===== src/rtl/utb_pkg.sv =====
package utb_pkg;

  typedef enum logic [2:0] {
    REG_COUNT    = 3'd0,
    REG_DEADLINE = 3'd1,
    REG_STATUS   = 3'd2,
    REG_CONTROL  = 3'd3,
    REG_PRESCALE = 3'd4,
    REG_FORCE    = 3'd5
  } regSel_e;

  // Strobes from control to datapath
  typedef struct packed {
    logic loadCnt;
    logic setPre;
    logic forceUpd;
    logic armHi;
    logic armLo;
    logic disarm;
  } dpStrobe_t;

  // Events from datapath to control
  typedef struct packed {
    logic hiWrap;
    logic hiHit;
    logic loFire;
  } dpEvent_t;

endpackage


===== src/rtl/utb_datapath.sv =====
module utb_datapath
  import utb_pkg::*;
#(
  parameter int unsigned HALF_W    = 16,
  parameter int unsigned PRE_W     = 8,
  parameter int unsigned PRE_RESET = 0
) (
  input  logic                  clk,
  input  logic                  rstN,
  input  logic                  run,
  input  dpStrobe_t             strb,
  input  logic [2*HALF_W-1:0]   wrData,
  output logic [HALF_W-1:0]     hiCnt,
  output logic [HALF_W-1:0]     loCnt,
  output logic [PRE_W-1:0]      preLoad,
  output dpEvent_t              evt
);

  localparam int unsigned DW = 2 * HALF_W;
  localparam logic [HALF_W-1:0] HALF_MAX = '1;

  logic [PRE_W-1:0]  preActive;
  logic [PRE_W-1:0]  preCnt;
  logic [HALF_W-1:0] hiCmp;
  logic [HALF_W-1:0] loCmp;
  logic              hiCmpEn;
  logic              loCmpEn;
  logic              tick;
  logic              loWrap;
  logic              hiHit;
  logic              loFire;

  always_comb begin
    tick   = run && (preCnt == preActive);
    loWrap = tick && (loCnt == HALF_MAX);
    hiHit  = hiCmpEn && (hiCnt == hiCmp);
    // second stage checked in the same cycle as the upper hit
    loFire = (loCmpEn || hiHit) && (loCnt == loCmp);
  end

  assign evt.hiWrap = loWrap && (hiCnt == HALF_MAX);
  assign evt.hiHit  = hiHit;
  assign evt.loFire = loFire;

  // Prescaler: pending and active reload, phase counter
  always_ff @(posedge clk) begin
    if (!rstN) begin
      preLoad   <= PRE_W'(PRE_RESET);
      preActive <= PRE_W'(PRE_RESET);
      preCnt    <= '0;
    end else begin
      if (strb.setPre) preLoad <= wrData[PRE_W-1:0];
      if (strb.forceUpd) begin
        preActive <= preLoad;
        preCnt    <= '0;
      end else if (strb.loadCnt) begin
        preCnt <= '0;
      end else if (tick) begin
        preCnt <= '0;
        if (loWrap) preActive <= preLoad;
      end else if (run) begin
        preCnt <= preCnt + 1'b1;
      end
    end
  end

  // Chained counters
  always_ff @(posedge clk) begin
    if (!rstN) begin
      hiCnt <= '0;
      loCnt <= '0;
    end else if (strb.loadCnt) begin
      hiCnt <= wrData[DW-1:HALF_W];
      loCnt <= wrData[HALF_W-1:0];
    end else if (tick) begin
      loCnt <= loCnt + 1'b1;
      if (loWrap) hiCnt <= hiCnt + 1'b1;
    end
  end

  // Compare registers and enables
  always_ff @(posedge clk) begin
    if (!rstN) begin
      hiCmp   <= '0;
      loCmp   <= '0;
      hiCmpEn <= 1'b0;
      loCmpEn <= 1'b0;
    end else if (strb.loadCnt || strb.disarm) begin
      hiCmpEn <= 1'b0;
      loCmpEn <= 1'b0;
    end else if (strb.armHi || strb.armLo) begin
      hiCmp   <= wrData[DW-1:HALF_W];
      loCmp   <= wrData[HALF_W-1:0];
      hiCmpEn <= strb.armHi;
      loCmpEn <= strb.armLo;
    end else if (hiHit) begin
      hiCmpEn <= 1'b0;
      loCmpEn <= !loFire;
    end else if (loFire) begin
      loCmpEn <= 1'b0;
    end
  end

  a_r2_hi_moves_on_carry: assert property (@(posedge clk) disable iff (!rstN)
    (hiCnt != $past(hiCnt)) |->
      ($past(strb.loadCnt) || ($past(loCnt) == HALF_MAX && loCnt == '0)));

  a_r4_prescale_on_update: assert property (@(posedge clk) disable iff (!rstN)
    (preActive != $past(preActive)) |->
      ($past(strb.forceUpd) || ($past(loCnt) == HALF_MAX && loCnt == '0)));

  a_r11_load_cancels: assert property (@(posedge clk) disable iff (!rstN)
    strb.loadCnt |=> (!evt.loFire && !evt.hiHit));

endmodule


===== src/rtl/utb_control.sv =====
module utb_control
  import utb_pkg::*;
#(
  parameter int unsigned HALF_W = 16,
  parameter int unsigned PRE_W  = 8
) (
  input  logic                  clk,
  input  logic                  rstN,
  input  logic                  wrEn,
  input  logic [2:0]            wrAddr,
  input  logic [2*HALF_W-1:0]   wrData,
  input  logic                  rdEn,
  input  logic [2:0]            rdAddr,
  output logic [2*HALF_W-1:0]   rdData,
  input  logic [HALF_W-1:0]     hiCnt,
  input  logic [HALF_W-1:0]     loCnt,
  input  logic [PRE_W-1:0]      preLoad,
  input  dpEvent_t              evt,
  output dpStrobe_t             strb,
  output logic                  run,
  output logic                  irq,
  output logic [1:0]            irqCause
);

  localparam int unsigned DW = 2 * HALF_W;
  localparam logic [HALF_W-1:0] HALF_MAX = '1;

  logic          wrapIe;
  logic          wrapFlag;
  logic          hiFlag;
  logic          dlFlag;
  logic [DW-1:0] lastDeadline;
  logic          wrDeadline;
  logic          wrStatus;
  logic          wrControl;
  logic [HALF_W-1:0] dlHi;
  logic [HALF_W-1:0] dlLo;

  always_comb begin
    dlHi       = wrData[DW-1:HALF_W];
    dlLo       = wrData[HALF_W-1:0];
    wrDeadline = wrEn && (wrAddr == REG_DEADLINE);
    wrStatus   = wrEn && (wrAddr == REG_STATUS);
    wrControl  = wrEn && (wrAddr == REG_CONTROL);
    strb.loadCnt  = wrEn && (wrAddr == REG_COUNT);
    strb.setPre   = wrEn && (wrAddr == REG_PRESCALE);
    strb.forceUpd = wrEn && (wrAddr == REG_FORCE);
    strb.armHi    = wrDeadline && (dlHi > hiCnt);
    strb.armLo    = wrDeadline && (dlHi == hiCnt) && (dlLo > loCnt);
    strb.disarm   = wrDeadline && !strb.armHi && !strb.armLo;
  end

  always_ff @(posedge clk) begin
    if (!rstN) begin
      wrapFlag     <= 1'b0;
      hiFlag       <= 1'b0;
      dlFlag       <= 1'b0;
      run          <= 1'b0;
      wrapIe       <= 1'b0;
      lastDeadline <= '0;
    end else begin
      wrapFlag <= evt.hiWrap || (wrapFlag && !(wrStatus && wrData[0]));
      if (wrDeadline) begin
        hiFlag       <= 1'b0;
        dlFlag       <= 1'b0;
        lastDeadline <= wrData;
      end else begin
        hiFlag <= evt.hiHit  || (hiFlag && !(wrStatus && wrData[1]));
        dlFlag <= evt.loFire || (dlFlag && !(wrStatus && wrData[2]));
      end
      if (wrControl) begin
        run    <= wrData[0];
        wrapIe <= wrData[1];
      end
    end
  end

  // Read port: count halves sampled on one edge
  always_ff @(posedge clk) begin
    if (!rstN) begin
      rdData <= '0;
    end else if (rdEn) begin
      case (regSel_e'(rdAddr))
        REG_COUNT:    rdData <= {hiCnt, loCnt};
        REG_DEADLINE: rdData <= lastDeadline;
        REG_STATUS:   rdData <= {{(DW-3){1'b0}}, dlFlag, hiFlag, wrapFlag};
        REG_CONTROL:  rdData <= {{(DW-2){1'b0}}, wrapIe, run};
        REG_PRESCALE: rdData <= {{(DW-PRE_W){1'b0}}, preLoad};
        default:      rdData <= '0;
      endcase
    end
  end

  always_comb begin
    irqCause = {wrapFlag && wrapIe, dlFlag};
    irq      = |irqCause;
  end

  a_r6_fire_at_deadline: assert property (@(posedge clk) disable iff (!rstN)
    $rose(dlFlag) |-> ($past({hiCnt, loCnt}) == lastDeadline));

  a_r9_deadline_write_clears: assert property (@(posedge clk) disable iff (!rstN)
    wrDeadline |=> (!dlFlag && !hiFlag));

  a_r5_wrap_sets_flag: assert property (@(posedge clk) disable iff (!rstN)
    ($past(hiCnt) == HALF_MAX && $past(loCnt) == HALF_MAX && hiCnt == '0 &&
     loCnt == '0 && !$past(strb.loadCnt)) |-> wrapFlag);

  a_r10_w1c_clears: assert property (@(posedge clk) disable iff (!rstN)
    (wrStatus && wrData[2] && !evt.loFire) |=> !dlFlag);

endmodule


===== src/rtl/usec_timebase.sv =====
module usec_timebase
  import utb_pkg::*;
#(
  parameter int unsigned HALF_W    = 16,
  parameter int unsigned PRE_W     = 8,
  parameter int unsigned PRE_RESET = 0
) (
  input  logic                clk,
  input  logic                rstN,
  input  logic                wrEn,
  input  logic [2:0]          wrAddr,
  input  logic [2*HALF_W-1:0] wrData,
  input  logic                rdEn,
  input  logic [2:0]          rdAddr,
  output logic [2*HALF_W-1:0] rdData,
  output logic                irq,
  output logic [1:0]          irqCause
);

  dpStrobe_t         strb;
  dpEvent_t          evt;
  logic              run;
  logic [HALF_W-1:0] hiCnt;
  logic [HALF_W-1:0] loCnt;
  logic [PRE_W-1:0]  preLoad;

  utb_control #(.HALF_W(HALF_W), .PRE_W(PRE_W)) i_control (
    .clk(clk), .rstN(rstN),
    .wrEn(wrEn), .wrAddr(wrAddr), .wrData(wrData),
    .rdEn(rdEn), .rdAddr(rdAddr), .rdData(rdData),
    .hiCnt(hiCnt), .loCnt(loCnt), .preLoad(preLoad), .evt(evt),
    .strb(strb), .run(run), .irq(irq), .irqCause(irqCause)
  );

  utb_datapath #(.HALF_W(HALF_W), .PRE_W(PRE_W), .PRE_RESET(PRE_RESET)) i_datapath (
    .clk(clk), .rstN(rstN), .run(run), .strb(strb), .wrData(wrData),
    .hiCnt(hiCnt), .loCnt(loCnt), .preLoad(preLoad), .evt(evt)
  );

endmodule


===== config.mk =====
export PLATFORM = sky130hd
export DESIGN_NAME = usec_timebase
export DESIGN_NICKNAME = d
export VERILOG_FILES = /design/src/rtl/utb_pkg.sv /design/src/rtl/utb_datapath.sv /design/src/rtl/utb_control.sv /design/src/rtl/usec_timebase.sv
export SDC_FILE = /design/constraint.sdc
export NUM_CORES = 1
export LEC_CHECK = 0
export BUFFER_PORTS_ARGS = -buffer_cell sky130_fd_sc_hd__buf_2
export CAP_MARGIN = 20
export CORE_MARGIN = 2
export CORE_UTILIZATION = 55
export DETAILED_ROUTE_END_ITERATION = 6
export GPL_ROUTABILITY_DRIVEN = 0
export PLACE_DENSITY = 0.84
export SYNTH_ARGS = -nofsm -noshare
export SYNTH_HDL_FRONTEND = slang
export SYNTH_SLANG_ARGS = --single-unit

===== constraint.sdc =====
create_clock -name clk -period 3 [get_ports clk]
set_input_delay 0.15 -clock clk [delete_from_list [all_inputs] [get_ports clk]]
set_output_delay 0.15 -clock clk [all_outputs]
set_load 0.02 [all_outputs]

==> results of run 1 <==
-- registers in the layout, indices dropped and copies added, names as in the netlist --
register,flops
i_control.dlFlag,1
i_control.hiFlag,1
i_control.lastDeadline,32
i_control.rdData,32
i_control.run,1
i_control.wrapFlag,1
i_control.wrapIe,1
i_datapath.hiCmp,16
i_datapath.hiCmpEn,1
i_datapath.hiCnt,16
i_datapath.loCmp,16
i_datapath.loCmpEn,1
i_datapath.loCnt,16
i_datapath.preActive,8
i_datapath.preCnt,8
i_datapath.preLoad,8
-- synthesized netlist by cell type, types with 28 or more instances --
cell type and instances:
a21oi_1 115, a22oi_1 34, clkbuf_1 50, dfxtp_1 159, ha_1 35, inv_1 37, mux2i_1 40, nand2_1 179
nor2_1 89, o21ai_0 30, xnor2_1 50, xor2_1 28
-- kinds of logic after synthesis --
kind of cell / count (synthesis) / synth area share
simple gates: 373 / 0.229
mux: 42 / 0.0505
xor+xnor: 78 / 0.0816
flops: 159 / 0.380
compound gates: 219 / 0.154
fa+ha+maj: 35 / 0.0523
buf+inv: 105 / 0.0526
-- worst paths after layout --
path	slack, ns	end	start	cells past startpoint
max reg2reg	0.32	i_datapath.loCmp[8]$_SDFFE_PN0P_	i_datapath.hiCnt[7]$_SDFFE_PN0P_	8
min reg2reg	0.45	i_control.lastDeadline[25]$_SDFFE_PN0P_	i_control.lastDeadline[25]$_SDFFE_PN0P_	2
min	-0.002	i_control.lastDeadline[13]$_SDFFE_PN0P_	wrData[13]	3
max	0.32	i_datapath.loCmp[8]$_SDFFE_PN0P_	i_datapath.hiCnt[7]$_SDFFE_PN0P_	8
-- worst register-to-register path: cells and delay by family, from the launching register on --
| kind | cells | cell delay, ns |
|---|---|---|
| flip-flops | 1 | 0.44 |
| AO/OA/AOI/OAI | 2 | 0.39 |
| adder cells (fa/ha/maj) | 1 | 0.34 |
| buffers and inverters | 2 | 0.40 |
| multiplexers | 1 | 0.25 |
| AND/OR/NAND/NOR | 2 | 0.79 |
-- layout make-up --
type                       count  area [µm²]  share of cell area
multi-input combinational    747        4770               0.491
sequential                   159        3180               0.328
clock inverter                12         204              0.0210
inverter                      38         143              0.0147
timing repair buffer         113         713              0.0735
clock buffer                  20         457              0.0471
tap                          188         235              0.0242
-- routing by layer --
| layer | routed length (µm) | vias up |
|---|---|---|
| li1 | - | 3617 |
| met1 | 9740 | 3539 |
| met4 | 557 | 0 |
| met5 | 0 | - |
| met2 | 9990 | 409 |
| met3 | 2470 | 62 |
-- through the flow --
| step | setup slack, ns | util |
|---|---|---|
| finish | 0.321 | 0.645 |
| global route | 0.218 | 0.645 |
| CTS | 0.394 | 0.645 |
| detailed placement | 0.421 | 0.590 |
| global placement | 0.559 | 0.590 |
| floorplan | 0.661 | - |
-- power by group --
part / total, mW / leakage [nW] / internal, mW / switching (mW)
clock network: 2.43 / 0.319 / 1.53 / 0.904
registers: 2.19 / 1.29 / 2.15 / 0.0442
logic: 0.449 / 2.26 / 0.168 / 0.281
total: 5.08 / 3.87 / 3.85 / 1.23
-- cells in the final DEF, fill, tap and decap left out, types with 3 or more instances in the layout --
master,instances
a211oi_1,12
a21oi_1,115
a22oi_1,34
and4_1,5
buf_2,76
buf_4,19
bufinv_16,5
clkbuf_16,17
dfxtp_1,159
dlygate4sd3_1,17
ha_1,35
inv_1,37
mux2i_1,40
nand2_1,179
nand3_1,12
nand3b_1,8
nand4_1,15
nor2_1,88
nor2b_1,6
nor3_1,4
nor3_2,7
nor4_1,6
nor4_2,14
nor4_4,3
o21ai_0,30
o21ai_1,9
or3_1,5
xnor2_1,50
xor2_1,28
==> results.cfg, run 1 <==
[setup_path]
end_kind = flip-flop
worst_path_largest_cell_delay_ns = 0.58
crit_path_cell_trace = inv_1, ha_1, nand4_1, nor4_2, a311oi_2, a41oi_4, buf_12, mux2i_1
crit_arrival_ns = 3.04
critical_path_required_time_ns = 3.36
critical_path.startpoint_type = flip-flop
critPathTopFamily = simple AND/OR/NAND/NOR gates
cp_slowest_cell = nor4_2
worst-setup-path-type = flip-flop to flip-flop
critical_path.n_buffers_inverters = 2
worst-path-max-fanout = 32

[timing]
finalCriticalPeriod_ns = 2.68
finalCritPeriodShare = 0.893
timing.fmax_ghz = 0.373
fin_tns_setup_ns = 0
report.final.setup_viol = 0
worst-slew-pin-transition_ns = 0.914
holdWs_ns = -0.00194
finalClockSkew_ns = 0.0105
rsz0062_at_grt = no
final-hold-violation-count = 2
relSlewSlack = 0.390
maxSlewViolCount = 0

[clocking]
post_cts_hold_buffer_count = 17
clk_lat_worst_skew_ns = 0.44
tritoncts = yes
clk_root_buffer_cell = clkbuf_16
cts_htree_levels = 4
clk_transition_reported_paths_ns = 0.06
cts_inserted_buffers = 17
clock-sinks = 159
clk_path_buf_depth = 2
cts.repair_timing.setup_buffer_count = 0
cts_repair_resize_count = 0

[routing]
via_count = 7627
wirelength_mm = 22.8
count_of_routing_violations_after_the_opening_detailed_route_iteration = 947
firstDrtPassIters = 5
detail_route.wl_per_cell_um = 17.8
viasPerCell = 5.97
ant_nets = 0
detail_route.drc_violations = 0

[layout]
finalNonFillerCells = 1277
nets = 1153
growth_of_design_area_from_synthesis_to_finish_pct = 15.9
fillCellCount = 1172
insertedDiodeCount = 0
post_route_cells_drive_above_1_share = 0.154
finish.instance_area_um2 = 9700

[status]
violations = hold timing
outcome = finished with violations

[global_route]
wire_length_of_the_first_global_routing_pass_mm = 36.6
antenna_found_initial = 0
grt_start_max_net_pins = 57
number_of_global_route_vias_before_repair = 6902
globalRouteOverflowTotal = 0
global_route.peak_usage_layer = met2
global_route.usage.met1 = 0.400
global_route.usage.met3 = 0.0787
gr-usage-met2 = 0.435
track_usage = 0.287

[logic_synthesis]
synthArstFlopShare = 0
average_cell_area_after_synthesis_um2 = 8.28
top_flip_flop_cell_by_instance_count_after_synthesis = dfxtp_1
synthTopCellsByArea = dfxtp_1 38%, nand2_1 8.0%, a21oi_1 6.9%
edff_count_synth = 0
sequential_element_share_of_the_synthesized_area = 0.380
synth-seq-cells = 159
ys_types = 61
synthesis.area_um2 = 8370
mappedNetlistNets = 1088
yosysTopAreaCellShare = 0.380
ys_warn_count = 0
synth_top_cell_by_area = dfxtp_1
post_synth_inst_count = 1011

[floorplan]
die_h_um = 127
die_w_um = 127
start_util = 0.557
rows = 45
core_area_um2 = 15000
die_area_um2 = 16200
ios = 77

[place]
post_dp_cell_area_um2 = 8870
placed_wire_length_estimate_after_detailed_placement_mm = 15.7
place.port_buffers = 76
dpl.cell_count = 1228

[power]
cellLeakagePower_nw = 3.87
power_density_nw_per_um2 = 523
post-layout-total-power_mw = 5.08
max_ir_drop_vdd_uv = 419

[worst_hold_path]
worstHoldPathType = input port to flip-flop

[run]
drv_cap = 0
No activity file was read; power rests on OpenSTA's default activity.
==> inputs of run 2 (changes only) <==
--- a/config.mk
+++ b/config.mk
@@ -7,11 +7,14 @@
 export LEC_CHECK = 0
 export BUFFER_PORTS_ARGS = -buffer_cell sky130_fd_sc_hd__buf_2
 export CAP_MARGIN = 20
+export CELL_PAD_IN_SITES_DETAIL_PLACEMENT = 0
+export CELL_PAD_IN_SITES_GLOBAL_PLACEMENT = 1
 export CORE_MARGIN = 2
-export CORE_UTILIZATION = 55
+export CORE_UTILIZATION = 45
 export DETAILED_ROUTE_END_ITERATION = 6
 export GPL_ROUTABILITY_DRIVEN = 0
-export PLACE_DENSITY = 0.84
+export HOLD_SLACK_MARGIN = 0.08
+export PLACE_DENSITY = 0.89
 export SYNTH_ARGS = -nofsm -noshare
 export SYNTH_HDL_FRONTEND = slang
 export SYNTH_SLANG_ARGS = --single-unit
==> results.cfg, run 2 (synthesis gave the netlist of run 1 again) <==
[setup_path]
critical_path_required_time_ns = 3.35
worst_path_largest_cell_delay_ns = 0.55
cp_slowest_cell = nor4_2
crit_arrival_ns = 2.97
end_kind = flip-flop
rr_endpoint = i_datapath.hiCmp[9]$_SDFFE_PN0P_
crit_path_cell_trace = inv_1, ha_1, nand4_1, nor4_2, a311oi_2, a41oi_4, buf_4, mux2i_1
worst-path-max-fanout = 16
critical_path.reg2reg.startpoint = i_datapath.hiCnt[7]$_SDFFE_PN0P_
critical_path.startpoint_type = flip-flop
worst-setup-path-type = flip-flop to flip-flop
setup.reg_to_reg.worst_slack_ns = 0.38
timing.reg2reg.worst_path_depth = 8

[timing]
holdWs_ns = 0.223
relSlewSlack = 0.388
finalCriticalPeriod_ns = 2.62
layout_setup_ws_ns = 0.379
final-hold-violation-count = 0
finalClockSkew_ns = 0.00608
worst-slew-pin-transition_ns = 0.916
fin_tns_setup_ns = 0
maxSlewViolCount = 0
finalCritPeriodShare = 0.874
rsz0062_at_grt = no
report.final.setup_viol = 0
timing.fmax_ghz = 0.381

[routing]
viasPerCell = 5.51
firstDrtPassIters = 5
ant_nets = 0
count_of_routing_violations_after_the_opening_detailed_route_iteration = 616
wirelength_mm = 23.5
detail_route.wl_per_cell_um = 17.7
via_count = 7328
detail_route.drc_violations = 0

[global_route]
global_route.peak_usage_layer = met2
global_route.usage.met1 = 0.349
number_of_global_route_vias_before_repair = 6925
track_usage = 0.241
grt_start_max_net_pins = 88
globalRouteOverflowTotal = 0
global_route.usage.met3 = 0.0455
gr-usage-met2 = 0.363
wire_length_of_the_first_global_routing_pass_mm = 37.4
antenna_found_initial = 0

[layout]
fillCellCount = 1654
final_common_cell = nand2_1
layout.cells.most_common_list = 179 x nand2_1, 159 x dfxtp_1, 115 x a21oi_1
post_route_cells_drive_above_1_share = 0.149
growth_of_design_area_from_synthesis_to_finish_pct = 17.6
finish.instance_area_um2 = 9840
nets = 1168
finalNonFillerCells = 1330
top_regs = i_control.lastDeadline: 32 flops, i_control.rdData: 32 flops
finish.utilization = 0.544
insertedDiodeCount = 0

[place]
dp_slack_ns = 0.445
post_dp_cell_area_um2 = 8910
place.port_buffers = 76
placed_wire_length_estimate_after_detailed_placement_mm = 16.5
dpl.cell_count = 1268

[clocking]
cts_htree_levels = 4
clk_lat_worst_skew_ns = 0.43
clk_transition_reported_paths_ns = 0.06
clock-sinks = 159
cts_inserted_buffers = 17
clk_root_buffer_cell = clkbuf_16
tritoncts = yes
clk_path_buf_depth = 2
cts_repair_resize_count = 0

[floorplan]
ios = 77
die_w_um = 140
rows = 49
die_area_um2 = 19700
die_h_um = 140
core_area_um2 = 18100
start_util = 0.463

[power]
power_density_nw_per_um2 = 497
max_ir_drop_vdd_uv = 406
cellLeakagePower_nw = 3.91
post-layout-total-power_mw = 4.89

[worst_hold_path]
worstHoldPathType = input port to flip-flop
hold_start = wrAddr[2]
hold_worst_path_end = i_control.wrapFlag$_SDFF_PN0_
hold_depth = 5

[status]
outcome = completed

[run]
drv_cap = 0
==> run 2: changes by cell type in the layout (fill, tap and decap cells not counted), sizes merged <==
cell         before  now
buf              96   95
inv              41   38
clkinvlp          2    0
bufinv            5    3
clkbuf           20   22
clkinv            2    4
dlygate4sd3      17   33
==> run 2: how the worst max path moves through the flow <==
stage | start | to | slack (ns) | depth (start not counted)
6_report | i_datapath.hiCnt[7]$_SDFFE_PN0P_ | i_datapath.hiCmp[9]$_SDFFE_PN0P_ | 0.38 | 8
5_1_grt | i_datapath.loCnt[12]$_SDFFE_PN0P_ | i_datapath.hiCmp[13]$_SDFFE_PN0P_ | 0.20 | 9
4_1_cts | i_datapath.hiCnt[13]$_SDFFE_PN0P_ | i_datapath.hiCmp[13]$_SDFFE_PN0P_ | 0.43 | 8
3_5_place_dp | i_datapath.hiCnt[13]$_SDFFE_PN0P_ | i_datapath.hiCmp[13]$_SDFFE_PN0P_ | 0.45 | 8
3_3_place_gp | i_datapath.loCnt[5]$_SDFFE_PN0P_ | i_datapath.hiCmp[9]$_SDFFE_PN0P_ | 0.53 | 9
2_1_floorplan | i_datapath.loCnt[13]$_SDFFE_PN0P_ | i_datapath.hiCmp[10]$_SDFFE_PN0P_ | 0.66 | 10
==> run 2: timing repair <==
action	4_1_cts	5_1_grt
setup endpoints to repair	0	0
hold endpoints to repair	89	0
buffers inserted	0	0
hold buffers	33	0
==> run 2: critical path: cells and delay by family (launching register included) <==
kind,cells,cell delay [ns]
fa+ha+maj,1,0.33
flops,1,0.42
buf+inv,2,0.44
simple gates,2,0.71
mux,1,0.26
compound gates,2,0.35
==> run 2: per-layer routing <==
| layer | up-vias | wire length (µm) |
|---|---|---|
| met5 | - | 0 |
| met4 | 0 | 415 |
| met3 | 38 | 1730 |
| met2 | 259 | 9970 |
| met1 | 3396 | 11400 |
| li1 | 3635 | - |
==> run 2: cell type report <==
type / instances / area [µm²] / area share
Sequential cell: 159 / 3180 / 0.324
Inverter: 38 / 143 / 0.0145
Clock inverter: 7 / 110 / 0.0112
Multi-Input combinational cell: 747 / 4770 / 0.484
Clock buffer: 22 / 484 / 0.0492
Timing Repair Buffer: 128 / 866 / 0.0880
Tap cell: 229 / 287 / 0.0291
==> run 2: power by group <==
group	switching (mW)	leakage, nW	internal (mW)
clock	0.852	0.297	1.38
combinational	0.284	2.32	0.182
sequential	0.0433	1.29	2.15
total	1.18	3.91	3.71
